### config.mk
export PLATFORM = sky130hd
export DESIGN_NAME = rst_cause_reg
export DESIGN_NICKNAME = d
export VERILOG_FILES = /design/src/rtl/rst_cause_pkg.sv /design/src/rtl/rcr_flag_cell.sv /design/src/rtl/rcr_bus_port.sv /design/src/rtl/rst_cause_reg.sv
export SDC_FILE = /design/constraint.sdc
export NUM_CORES = 1
export LEC_CHECK = 0
export BUFFER_PORTS_ARGS = -buffer_cell sky130_fd_sc_hd__buf_2
export CAP_MARGIN = 5
export CORE_AREA = 2 2 39 41
export CTS_BUF_LIST = sky130_fd_sc_hd__clkbuf_8
export CTS_CLUSTER_DIAMETER = 200
export CTS_CLUSTER_SIZE = 28
export DETAILED_ROUTE_END_ITERATION = 6
export DIE_AREA = 0 0 41 43
export GPL_ROUTABILITY_DRIVEN = 0
export PLACE_DENSITY = 0.6
export SLEW_MARGIN = 30
export SYNTH_ARGS = -nofsm -noshare
export SYNTH_HDL_FRONTEND = slang
export SYNTH_SLANG_ARGS = --single-unit
### constraint.sdc
create_clock -name clk -period 2.1 [get_ports clk]
set_input_delay 0.42 -clock clk [delete_from_list [all_inputs] [get_ports clk]]
set_output_delay 0.42 -clock clk [all_outputs]
set_load 0.02 [all_outputs]
### src/rtl/rst_cause_pkg.sv
package rst_cause_pkg;
  localparam int unsigned NUM_SRC = 4;
  localparam int unsigned BIT_POR = 0;
  localparam int unsigned BIT_EXT = 1;
  localparam int unsigned BIT_BOR = 2;
  localparam int unsigned BIT_WDT = 3;

  typedef struct packed {
    logic wdt;
    logic bor;
    logic ext;
    logic por;
  } src_vec_t;
endpackage

### src/rtl/rcr_flag_cell.sv
module rcr_flag_cell #(
  parameter bit IS_POR_FLAG = 1'b0
) (
  input  logic clk,
  input  logic por,
  input  logic evt,
  input  logic sw_clr,
  output logic flag
);
  logic flag_q;

  generate
    if (IS_POR_FLAG) begin : g_por
      always_ff @(posedge clk) begin
        if (por)         flag_q <= 1'b1;
        else if (sw_clr) flag_q <= 1'b0;
      end
    end else begin : g_src
      always_ff @(posedge clk) begin
        if (por)         flag_q <= 1'b0;
        else if (evt)    flag_q <= 1'b1;
        else if (sw_clr) flag_q <= 1'b0;
      end
    end
  endgenerate

  assign flag = flag_q;
endmodule

### src/rtl/rcr_bus_port.sv
module rcr_bus_port #(
  parameter int unsigned ADDR_W   = 4,
  parameter int unsigned DATA_W   = 8,
  parameter int unsigned NFLAG    = 4,
  parameter int unsigned REG_ADDR = 0
) (
  input  logic              clk,
  input  logic              rst,
  input  logic [ADDR_W-1:0] addr,
  input  logic              wr_en,
  input  logic [DATA_W-1:0] wdata,
  input  logic              rd_en,
  input  logic [NFLAG-1:0]  flags,
  output logic [NFLAG-1:0]  clr_req,
  output logic [DATA_W-1:0] rdata
);
  localparam logic [ADDR_W-1:0] HIT_ADDR = ADDR_W'(REG_ADDR);
  localparam int unsigned PAD_W = DATA_W - NFLAG;

  logic hit;
  logic [DATA_W-1:0] rdata_q;

  assign hit     = (addr == HIT_ADDR);
  assign clr_req = (wr_en && hit) ? ~wdata[NFLAG-1:0] : '0;

  always_ff @(posedge clk) begin
    if (rst)        rdata_q <= '0;
    else if (rd_en) rdata_q <= hit ? {{PAD_W{1'b0}}, flags} : '0;
  end

  assign rdata = rdata_q;
endmodule

### src/rtl/rst_cause_reg.sv
module rst_cause_reg
  import rst_cause_pkg::*;
#(
  parameter int unsigned ADDR_W   = 4,
  parameter int unsigned DATA_W   = 8,
  parameter int unsigned REG_ADDR = 0
) (
  input  logic              clk,
  input  logic              rst,
  input  logic              por_evt,
  input  logic              bor_evt,
  input  logic              ext_evt,
  input  logic              wdt_evt,
  input  logic [ADDR_W-1:0] addr,
  input  logic              wr_en,
  input  logic [DATA_W-1:0] wdata,
  input  logic              rd_en,
  output logic [DATA_W-1:0] rdata
);
  src_vec_t src;
  logic [NUM_SRC-1:0] evt_vec;
  logic [NUM_SRC-1:0] clr_req;
  logic [NUM_SRC-1:0] flag_vec;

  assign src.por = por_evt;
  assign src.ext = ext_evt;
  assign src.bor = bor_evt;
  assign src.wdt = wdt_evt;
  assign evt_vec = src;

  for (genvar i = 0; i < NUM_SRC; i++) begin : g_flag
    rcr_flag_cell #(.IS_POR_FLAG(i == BIT_POR)) u_cell (
      .clk    (clk),
      .por    (por_evt),
      .evt    (evt_vec[i]),
      .sw_clr (clr_req[i]),
      .flag   (flag_vec[i])
    );
  end

  rcr_bus_port #(
    .ADDR_W   (ADDR_W),
    .DATA_W   (DATA_W),
    .NFLAG    (NUM_SRC),
    .REG_ADDR (REG_ADDR)
  ) u_bus (
    .clk     (clk),
    .rst     (rst),
    .addr    (addr),
    .wr_en   (wr_en),
    .wdata   (wdata),
    .rd_en   (rd_en),
    .flags   (flag_vec),
    .clr_req (clr_req),
    .rdata   (rdata)
  );
endmodule

# Word level (Yosys, flattened, before mapping)
# Cells that the tools add are included.
[word_totals]
regBits = 12
output_inout_bits = 8
wordCells = 19
[op_classes]
muxes = 8
n_bitwise = 1
n_reduce_logical = 5
[op_table]
columns = ["op", "n"]
rows = [
  ["4-bit 2-to-1 mux", 2],
  ["1-bit 2-to-1 mux", 6],
  ["2-bit nonzero test", 3],
  ["4-bit zero test", 1],
  ["4-bit NOT", 1],
  ["1-bit logical AND", 1],
]

# Logic depth before layout (Yosys ltp)
# Gate-level depths: netlist (run 1).
[depth]
depth_word = 5
depth_mapped = 2
ltp_nobuf = 2

# By module
# Synthesis (run 1) repeated with hierarchy kept, for this count alone.
[hier_totals]
hier_cells = 39
area_unflattened_um2 = 402.9
[modules_own_cells]
columns = ["module", "instances", "cells_each", "area_each_um2", "seq_area_each_um2"]
rows = [
  ["rcr_bus_port", 1, 24, 255.2, 80.1],
  ["rcr_flag_cell (g_flag[1].u_cell ...)", 3, 4, 38.8, 20.0],
  ["rcr_flag_cell (g_flag[0].u_cell)", 1, 3, 31.3, 20.0],
]

# Worst setup path before layout (run 1)
# Ideal clock, no wire load.
[synth_timing]
path_type = "input port to flip-flop"
start = "input addr[3]"
end = "register g_flag[1].u_cell.flag_q"
setup_time_ps = 143
t_arrival_ps = 941
t_required_ps = 1957
setup_slack_ps = 1016
stages = 2
n_path_buf = 0
cell_sequence = "nor4_4 -> a311oi_1"
[synth_between]
elab_chain_len = 4
[synth_rtl]
columns = ["element", "line_no", "rtl"]
rows = [
  ["start: declaration", "rst_cause_reg.sv:14", "input logic [ADDR_W-1:0] addr,"],
  ["4-bit zero test", "rcr_bus_port.sv:23", "assign hit = (addr == HIT_ADDR);"],
  ["1-bit logical AND", "rcr_bus_port.sv:24", "assign clr_req = (wr_en && hit) ? ~wdata[NFLAG-1:0] : '0;"],
  ["4-bit 2-to-1 mux", "rcr_bus_port.sv:24", ""],
  ["2-bit nonzero test (no line)", "--", ""],
  ["end signal: assignment", "rcr_flag_cell.sv:20", "if (por) flag_q <= 1'b0;"],
  ["end signal: assignment", "rcr_flag_cell.sv:21", "else if (evt) flag_q <= 1'b1;"],
  ["end signal: assignment", "rcr_flag_cell.sv:22", "else if (sw_clr) flag_q <= 1'b0;"],
  ["end: declaration", "rcr_flag_cell.sv:10", "logic flag_q;"],
]
# Every way passes these cells.
# A chain may end at the register's enable or synchronous reset.

# Worst setup path after layout (run 1)
[layout_timing]
start = "register u_bus.rdata_q[1] (netlist: u_bus.rdata[1])"
end = "output rdata[1]"
[layout_rtl]
columns = ["element", "line_no", "rtl"]
rows = [
  ["start: declaration", "rcr_bus_port.sv:21", "logic [DATA_W-1:0] rdata_q;"],
  ["start signal: assignment", "rcr_bus_port.sv:28", "else if (rd_en) rdata_q <= hit ? {{PAD_W{1'b0}}, flags} : '0;"],
  ["end: declaration", "rst_cause_reg.sv:18", "output logic [DATA_W-1:0] rdata"],
]
# No word-level cell between the ends.

==> summary.txt, run 1 <==
STA
  • Final Max Tran Viols: 0
  • Worst Clk Skew: just over 0.001 ns
  • Final period util: 53.9%
  • Final TNS setup: 0 ns
  • Clock period minus worst slack: ~1.1 ns
  • Setup-failing EPs final: 0
  • Final hold vios: 0
  • Unrepaired setup endpoints after global routing: false
  • Fmax: between 800 and 900 MHz

Detailed routing
  • Drc violations: 0
  • Detail-routed via count per cell: ~4.4
  • ANT nets after route: 0
  • Wire per inst: 10.2 µm
  • Total number of vias: 302
  • Iter 0 DRT Violations: 5
  • Pre-Repair DR Iteration Count: 3
  • Final WL: approximately 710 µm

Global route
  • Largest net degree at the start of global routing: 9
  • Tot GR Track Use: 10.4%
  • Vias in the first global route: 289
  • Initial antenna violation count: 0
  • First-pass GRT wire length: 1140 µm
  • GRT Residual Overflow: 0

Hold path
  • Hold WC Path Type: input pin to flip-flop
  • Cells on Worst Hold Path: 2

Die
  • # rows: 14
  • I/O Pins: 28
  • Die W: 41 µm
  • Die Area: about 1800 µm²
  • Core Region: 1380 µm²
  • Chip Height: 43 µm
  • Starting Density: 23.9%

CTS
  • Clk slew on worst S/H paths: 0.04 ns
  • Clk Tree Root Cell: clkbuf_8
  • CTS H-tree lvls: 1
  • Sink Count: 8
  • Post-CTS Setup Bufs: 0
  • CTS Buffer Depth: 2
  • Post-cts resize count: 0
  • Hold buffers post-CTS: 0
  • Cts bufs inserted: 3
  • TritonCTS clock tree: done
  • Clk_lat worst skew: roughly 0.23 ns

Setup path
  • Levels on crit path: 1
  • Req. time, crit path: 1.68 ns
  • Worst EP arrival: 0.71 ns
  • Worst setup SP type: flip-flop
  • CP peak stage delay: 0.32 ns
  • Crit-path max FO: 2
  • CP endpoint kind: output port
  • Setup CP Type: flip-flop to output port
  • Critical Path, Cell by Cell: buf_2
  • Crit-path slowest cell: dfxtp_1
  • Cell count of the worst reg-to-reg path: 2
  • Top delay family on crit path: flip-flops
  • Buffers & Inverters on Critical Path: 1

Yosys
  • Largest family of logic cells by synthesized area: compound AO/OA/AOI/OAI gates
  • Sequential element share of the synthesized area: between 40% and 50%
  • Synthesized cell area: 330 µm²
  • Post-Synth Simple-Gate Area: 19.7%
  • Post-synthesis instance total: 32
  • Avg Inst Size Synth: about 10 µm²
  • Seq cells post-synth: 8
  • Synth unique cells: 10
  • XOR/XNOR Fraction of Synth Area: 0%
  • Synthesis Warnings: 0
  • Mux share of post-synthesis cell area: 0%
  • Complex-gate fraction of the synthesized area: 21.6%
  • Adder-Cell Fraction of Synth Area: 0%

Outcome
  • Status: completed

Placed design
  • Dpl cells: 66
  • IO buf count: 19
  • Post-place instance area: 427 µm²
  • Post-DP HPWL: around 560 µm

Cells and area
  • Util after Layout: 33.8%
  • Fin area: 468 µm²
  • Fin nets: 75
  • Commonest non-fill, non-tap cell in the layout: buf_2
  • Fillers: roughly 150
  • Post-route insts no fill: 69
  • Share of cells above drive strength 1: 43.4%
  • FF/Latch Area: 160 µm²
  • Layout area overhead: 41.7%
  • Antenna Cells: 0
  • Most frequent cells in the layout: buf_2, nor2_1, dfxtp_1, a32o_1, conb_1
  • Multi-input gate area: 151 µm²

Power
  • Max VDD drop: around 370 µV
  • Leakage: 0.214 nW
  • Cell Pwr Density: approximately 810 nW/µm²

Job
  • # Max-Cap Violations: 0
logic make-up after synthesis:
family / count (synthesis)
AOI/OAI and AO/OA: 8
buffers and inverters: 4
DFF: 8
other: 1
and+or+nand+nor: 11
layer usage:
metal	global-route usage, %	vias to the layer above	wire length [µm]
li1	-	156	-
met1	10.7	123	293
met2	13.1	21	312
met3	6.81	2	90
met4	10.0	0	8
met5	0	-	0
metrics by stage:
step,hold WS (ns),power (mW),setup slack (ns)
floorplan,0.466,0.186,1.02
global placement,0.446,0.201,0.782
detailed placement,0.454,0.202,0.778
CTS,0.411,0.384,0.958
global route,0.427,0.398,0.929
finish,0.415,0.380,0.967
sequential cells by signal (all words and copies together) (netlist names):
name                flops
g_flag.u_cell.flag      4
u_bus.rdata             4
cell usage after synthesis:
cell / n / area (µm²)
a311oi_1: 3 / 26.3
a21oi_1: 1 / 5.00
conb_1: 1 / 3.75
buf_4: 4 / 30.0
nor2b_1: 1 / 6.26
nor3b_1: 1 / 7.51
nor2_1: 8 / 30.0
dfxtp_1: 8 / 160
a32o_1: 4 / 40.0
nor4_4: 1 / 21.3
worst paths after layout:
path / from / end / slack (ns)
worst max-delay path: u_bus.rdata[1] / rdata[1] / 0.97
worst min-delay path: por_evt / g_flag[3].u_cell.flag / 0.42
worst max register to register: g_flag[1].u_cell.flag / g_flag[1].u_cell.flag / 1.42
worst min register to register: u_bus.rdata[3] / u_bus.rdata[3] / 0.46
worst register-to-register path, cell delays in order, from the launching register on:
cell	delay, ns
dfxtp_1	0.32
nor2_1	0.05
a311oi_1	0.22
final cells by class:
| type | count | share of cell area [%] |
|---|---|---|
| repair buffers | 19 | 20.3 |
| multi-input cells | 23 | 32.4 |
| flip-flops and latches | 8 | 34.2 |
| well taps | 16 | 4.28 |
| clock buffers | 3 | 8.82 |
report_power, final:
part	switching, mW	internal (mW)
Combinational	0.0222	0.0165
Clock	0.0566	0.124
Sequential	0.00261	0.158
Note: power is estimated with default switching activity, not from simulation.
==> run 2: changes to the inputs <==
- clock period: 2.1 -> 1.15 ns (I/O delays scaled with it)
==> summary.txt, run 2 (same netlist as run 1, synthesis figures left out) <==
Cells and area
  • Antenna Cells: 0
  • FF/Latch Area: 160 µm²
  • Fin area: 475 µm²
  • Commonest non-fill, non-tap cell in the layout: buf_2
  • Most frequent cells in the layout: buf_2, nor2_1, dfxtp_1, a32o_1, conb_1
  • Util after Layout: 34.4%
  • Layout area overhead: 43.9%
  • Share of cells above drive strength 1: between 40% and 50%
  • Multi-input gate area: around 150 µm²
  • Fin nets: 76
  • Fillers: approximately 160

CTS
  • Cts bufs inserted: 3
  • TritonCTS clock tree: done
  • Clk_lat worst skew: 0.22 ns
  • Clk Tree Root Cell: clkbuf_8
  • CTS Buffer Depth: 2
  • Sink Count: 8
  • Hold buffers post-CTS: 0
  • Post-cts resize count: 0
  • Post-CTS Setup Bufs: 0
  • CTS H-tree lvls: 1
  • Clk slew on worst S/H paths: ~0.04 ns

Die
  • I/O Pins: 28
  • # rows: 14
  • Chip Height: between 40 and 50 µm
  • Core Region: roughly 1400 µm²
  • Die W: 41 µm
  • Starting Density: 23.9%
  • Die Area: 1760 µm²

Global route
  • Vias in the first global route: 293
  • GRT Residual Overflow: 0
  • Met1 Resource Use GR: 10.0%
  • Met2 Track Usage GR: 12.8%
  • Busiest grt layer: met4
  • Tot GR Track Use: 9.66%
  • Initial antenna violation count: 0
  • Largest net degree at the start of global routing: 9
  • First-pass GRT wire length: 1050 µm
  • Grt met3 use: about 1.6%

Setup path
  • Critical Path, Cell by Cell: buf_2
  • Setup CP Type: flip-flop to output port
  • Reg2reg setup slack: ~0.4 ns
  • CP peak stage delay: 0.32 ns
  • Worst EP arrival: around 0.70 ns
  • Buffers & Inverters on Critical Path: 1
  • CP endpoint kind: output port
  • Reg-to-Reg End: g_flag[1].u_cell.flag
  • Top delay family on crit path: flip-flops
  • Crit-path max FO: 2
  • Worst setup SP type: flip-flop
  • Crit-path slowest cell: dfxtp_1
  • R2R Path Start: g_flag[1].u_cell.flag
  • Req. time, crit path: 0.92 ns
  • Cell count of the worst reg-to-reg path: 2

Detailed routing
  • ANT nets after route: 0
  • Wire per inst: 9.83 µm
  • Detail-routed via count per cell: 4.53
  • Drc violations: 0
  • Final WL: 688 µm
  • Iter 0 DRT Violations: 5
  • Total number of vias: 317
  • Pre-Repair DR Iteration Count: 4

Hold path
  • Cells on Worst Hold Path: 2
  • End point of the worst hold path: g_flag[2].u_cell.flag
  • Hold path startpoint: por_evt
  • Hold WC Path Type: input pin to flip-flop

STA
  • Unrepaired setup endpoints after global routing: false
  • Worst Clk Skew: 0.00137 ns
  • Final hold vios: 0
  • Setup-failing EPs final: 0
  • Fmax: about 1100 MHz
  • Clock period minus worst slack: ~0.93 ns
  • Final TNS setup: 0 ns
  • Min Hold Slack: between 0.2 and 0.25 ns
  • Final period util: 80.6%
  • Final Max Tran Viols: 0

Job
  • # Max-Cap Violations: 0

Power
  • Max VDD drop: 465 µV
  • Overall power: 0.690 mW
  • Leakage: 0.220 nW
  • Cell Pwr Density: 1450 nW/µm²

Outcome
  • Status: completed

Placed design
  • IO buf count: 19
  • Post-place instance area: about 430 µm²
## run 2: how the worst max path moves through the flow
stage	from	to	slack [ns]	depth (start not counted)
after floorplan	addr[3]	g_flag[1].u_cell.flag	0.26	2
after global placement	addr[3]	u_bus.rdata[3]	0.16	4
after detailed placement	addr[3]	g_flag[1].u_cell.flag	0.13	4
after CTS	u_bus.rdata[0]	rdata[0]	0.21	1
after global routing	u_bus.rdata[3]	rdata[3]	0.18	1
final	u_bus.rdata[0]	rdata[0]	0.22	1
## run 2: routing by layer
metal / up-vias / wire (µm)
li1: 157 / -
met3: 2 / 71
met5: - / 0
met1: 139 / 266
met4: 0 / 14
met2: 19 / 336
## run 2: cell type report
class                      count  share of cell area, %
tap                           16                   4.21
timing repair buffer          20                   21.6
sequential                     8                   33.7
multi-input combinational     23                   31.8
clock buffer                   3                   8.68
## run 2: through the flow
stage,setup slack [ns],instances
floorplan,0.256,35
global placement,0.160,67
detailed placement,0.128,67
CTS,0.207,70
global route,0.182,70
finish,0.223,70
## run 2: power by group
group          internal (mW)  switching [mW]  total (mW)
Sequential             0.288         0.00494       0.293
Clock                  0.226          0.0987       0.324
Combinational         0.0312          0.0410      0.0722
Total                  0.545           0.145       0.690
==> run 3: changes to the inputs <==
- PLACE_DENSITY: 0.6 -> 0.62
- clock period: 1.15 -> 0.85 ns (I/O delays scaled with it)
==> summary.txt, run 3 (same netlist as run 1, synthesis figures left out) <==
Job
  • # Max-Cap Violations: 0

Setup path
  • Cell count of the worst reg-to-reg path: 2
  • CP endpoint kind: output port
  • Req. time, crit path: 0.68 ns
  • Top delay family on crit path: flip-flops
  • Worst setup SP type: flip-flop
  • Critical Path, Cell by Cell: buf_6
  • Setup CP Type: flip-flop to output port
  • Crit-path max FO: 2
  • CP peak stage delay: 0.32 ns
  • Worst EP arrival: 0.67 ns
  • Crit-path slowest cell: dfxtp_2
  • Buffers & Inverters on Critical Path: 1
  • Levels on crit path: 1

STA
  • Worst Clk Skew: 0.00198 ns
  • Final hold vios: 0
  • Min Hold Slack: about 0.16 ns
  • Fmax: 1200 MHz
  • Final period util: 98.3%
  • Clock period minus worst slack: ~0.84 ns
  • Setup-failing EPs final: 0
  • Final Max Tran Viols: 0
  • Unrepaired setup endpoints after global routing: true

CTS
  • Clk Tree Root Cell: clkbuf_8
  • Sink Count: 8
  • TritonCTS clock tree: done
  • CTS Buffer Depth: 2
  • CTS H-tree lvls: 1
  • Clk_lat worst skew: approximately 0.23 ns
  • Cts bufs inserted: 3
  • Clk slew on worst S/H paths: 0.04 ns

Detailed routing
  • Iter 0 DRT Violations: 1
  • Pre-Repair DR Iteration Count: 2
  • Total number of vias: 312
  • Final WL: just under 700 µm
  • Wire per inst: 9.61 µm
  • ANT nets after route: 0
  • Drc violations: 0
  • Detail-routed via count per cell: 4.46

Outcome
  • Status: completed

Die
  • Core Region: 1380 µm²
  • Die Area: 1760 µm²
  • # rows: 14
  • Die W: 41 µm
  • Chip Height: 43 µm
  • I/O Pins: 28
  • Starting Density: 23.9%

Power
  • Cell Pwr Density: ~1900 nW/µm²
  • Leakage: 0.224 nW
  • Overall power: 0.944 mW
  • Max VDD drop: 806 µV

Placed design
  • Dpl cells: 67
  • IO buf count: 19

Global route
  • GRT Residual Overflow: 0
  • First-pass GRT wire length: between 1000 and 1500 µm
  • Tot GR Track Use: roughly a tenth
  • Vias in the first global route: roughly 330
  • Largest net degree at the start of global routing: 9
  • Initial antenna violation count: 0

Cells and area
  • Commonest non-fill, non-tap cell in the layout: buf_2
  • FF/Latch Area: 165 µm²
  • Share of cells above drive strength 1: 51.9%
  • Fin nets: 76
  • Antenna Cells: 0
  • Layout area overhead: 53.0%
  • Multi-input gate area: 151 µm²
  • Post-route insts no fill: 70
  • Most frequent cells in the layout: buf_2, nor2_1
  • Fillers: 152

Hold path
  • Cells on Worst Hold Path: 2
  • Hold WC Path Type: input pin to flip-flop
[run 3: cell count changes in the layout (fill, tap and decap cells not counted)]
cell / previous run / this run
dfxtp_2: 0 / 4
buf_6: 0 / 4
dfxtp_1: 8 / 4
buf_2: 19 / 15
[run 3: area by class of cell]
type                            instances  share of cell area, %
Sequential cell                         8                   32.7
Multi-Input combinational cell         23                   30.0
Timing Repair Buffer                   20                   25.2
Clock buffer                            3                   8.17
Tap cell                               16                   3.96
[run 3: routing by layer]
metal / up-vias / part of all wire, % / track usage, % / wire length [µm]
met5: - / 0 / 0 / 0
met4: 0 / 2.4 / 12.0 / 16
met3: 2 / 8.5 / 3.14 / 57
met2: 20 / 54 / 15.6 / 362
met1: 134 / 35 / 9.71 / 237
li1: 156 / - / - / -
[run 3: worst reg2reg max path: cells and delay by family (launching register included)]
family	cells	cell delay, ns
compound gates	1	0.24
flops	1	0.33
simple gates	1	0.05
[run 3: worst paths after layout]
| check | startpoint | endpoint | slack, ns |
|---|---|---|---|
| setup / recovery | u_bus.rdata[1] | rdata[1] | 0.01 |
| hold / removal | por_evt | g_flag[1].u_cell.flag | 0.16 |
| setup reg to reg | g_flag[2].u_cell.flag | g_flag[2].u_cell.flag | 0.14 |
| hold reg to reg | u_bus.rdata[3] | u_bus.rdata[3] | 0.46 |
[run 3: metrics by stage]
stage / cell area, µm² / setup TNS [ns] / worst slack, ns / utilization [%]
3_5_place_dp: 434 / -0.728 / -0.105 / 31.4
4_1_cts: 505 / 0 / 0.00730 / 36.5
3_3_place_gp: 434 / -0.594 / -0.0817 / 31.4
2_1_floorplan: 342 / 0 / 0.0164 / -
5_1_grt: 505 / -0.0166 / -0.0117 / 36.5
6_report: 505 / 0 / 0.0148 / 36.5
[run 3: repair_timing]
item / CTS / global route
resized for setup: 12 / 0
hold buffers: 0 / 0
setup buffers: 0 / 0
endpoints found under the setup margin: 4 / 3
[run 3: where the power goes]
group          total [mW]  leakage (nW)  switching [mW]  internal, mW
Combinational      0.0985         0.135          0.0545        0.0440
Sequential          0.397        0.0676         0.00701         0.390
Clock               0.448        0.0216           0.142         0.306
Total               0.944         0.224           0.204         0.740
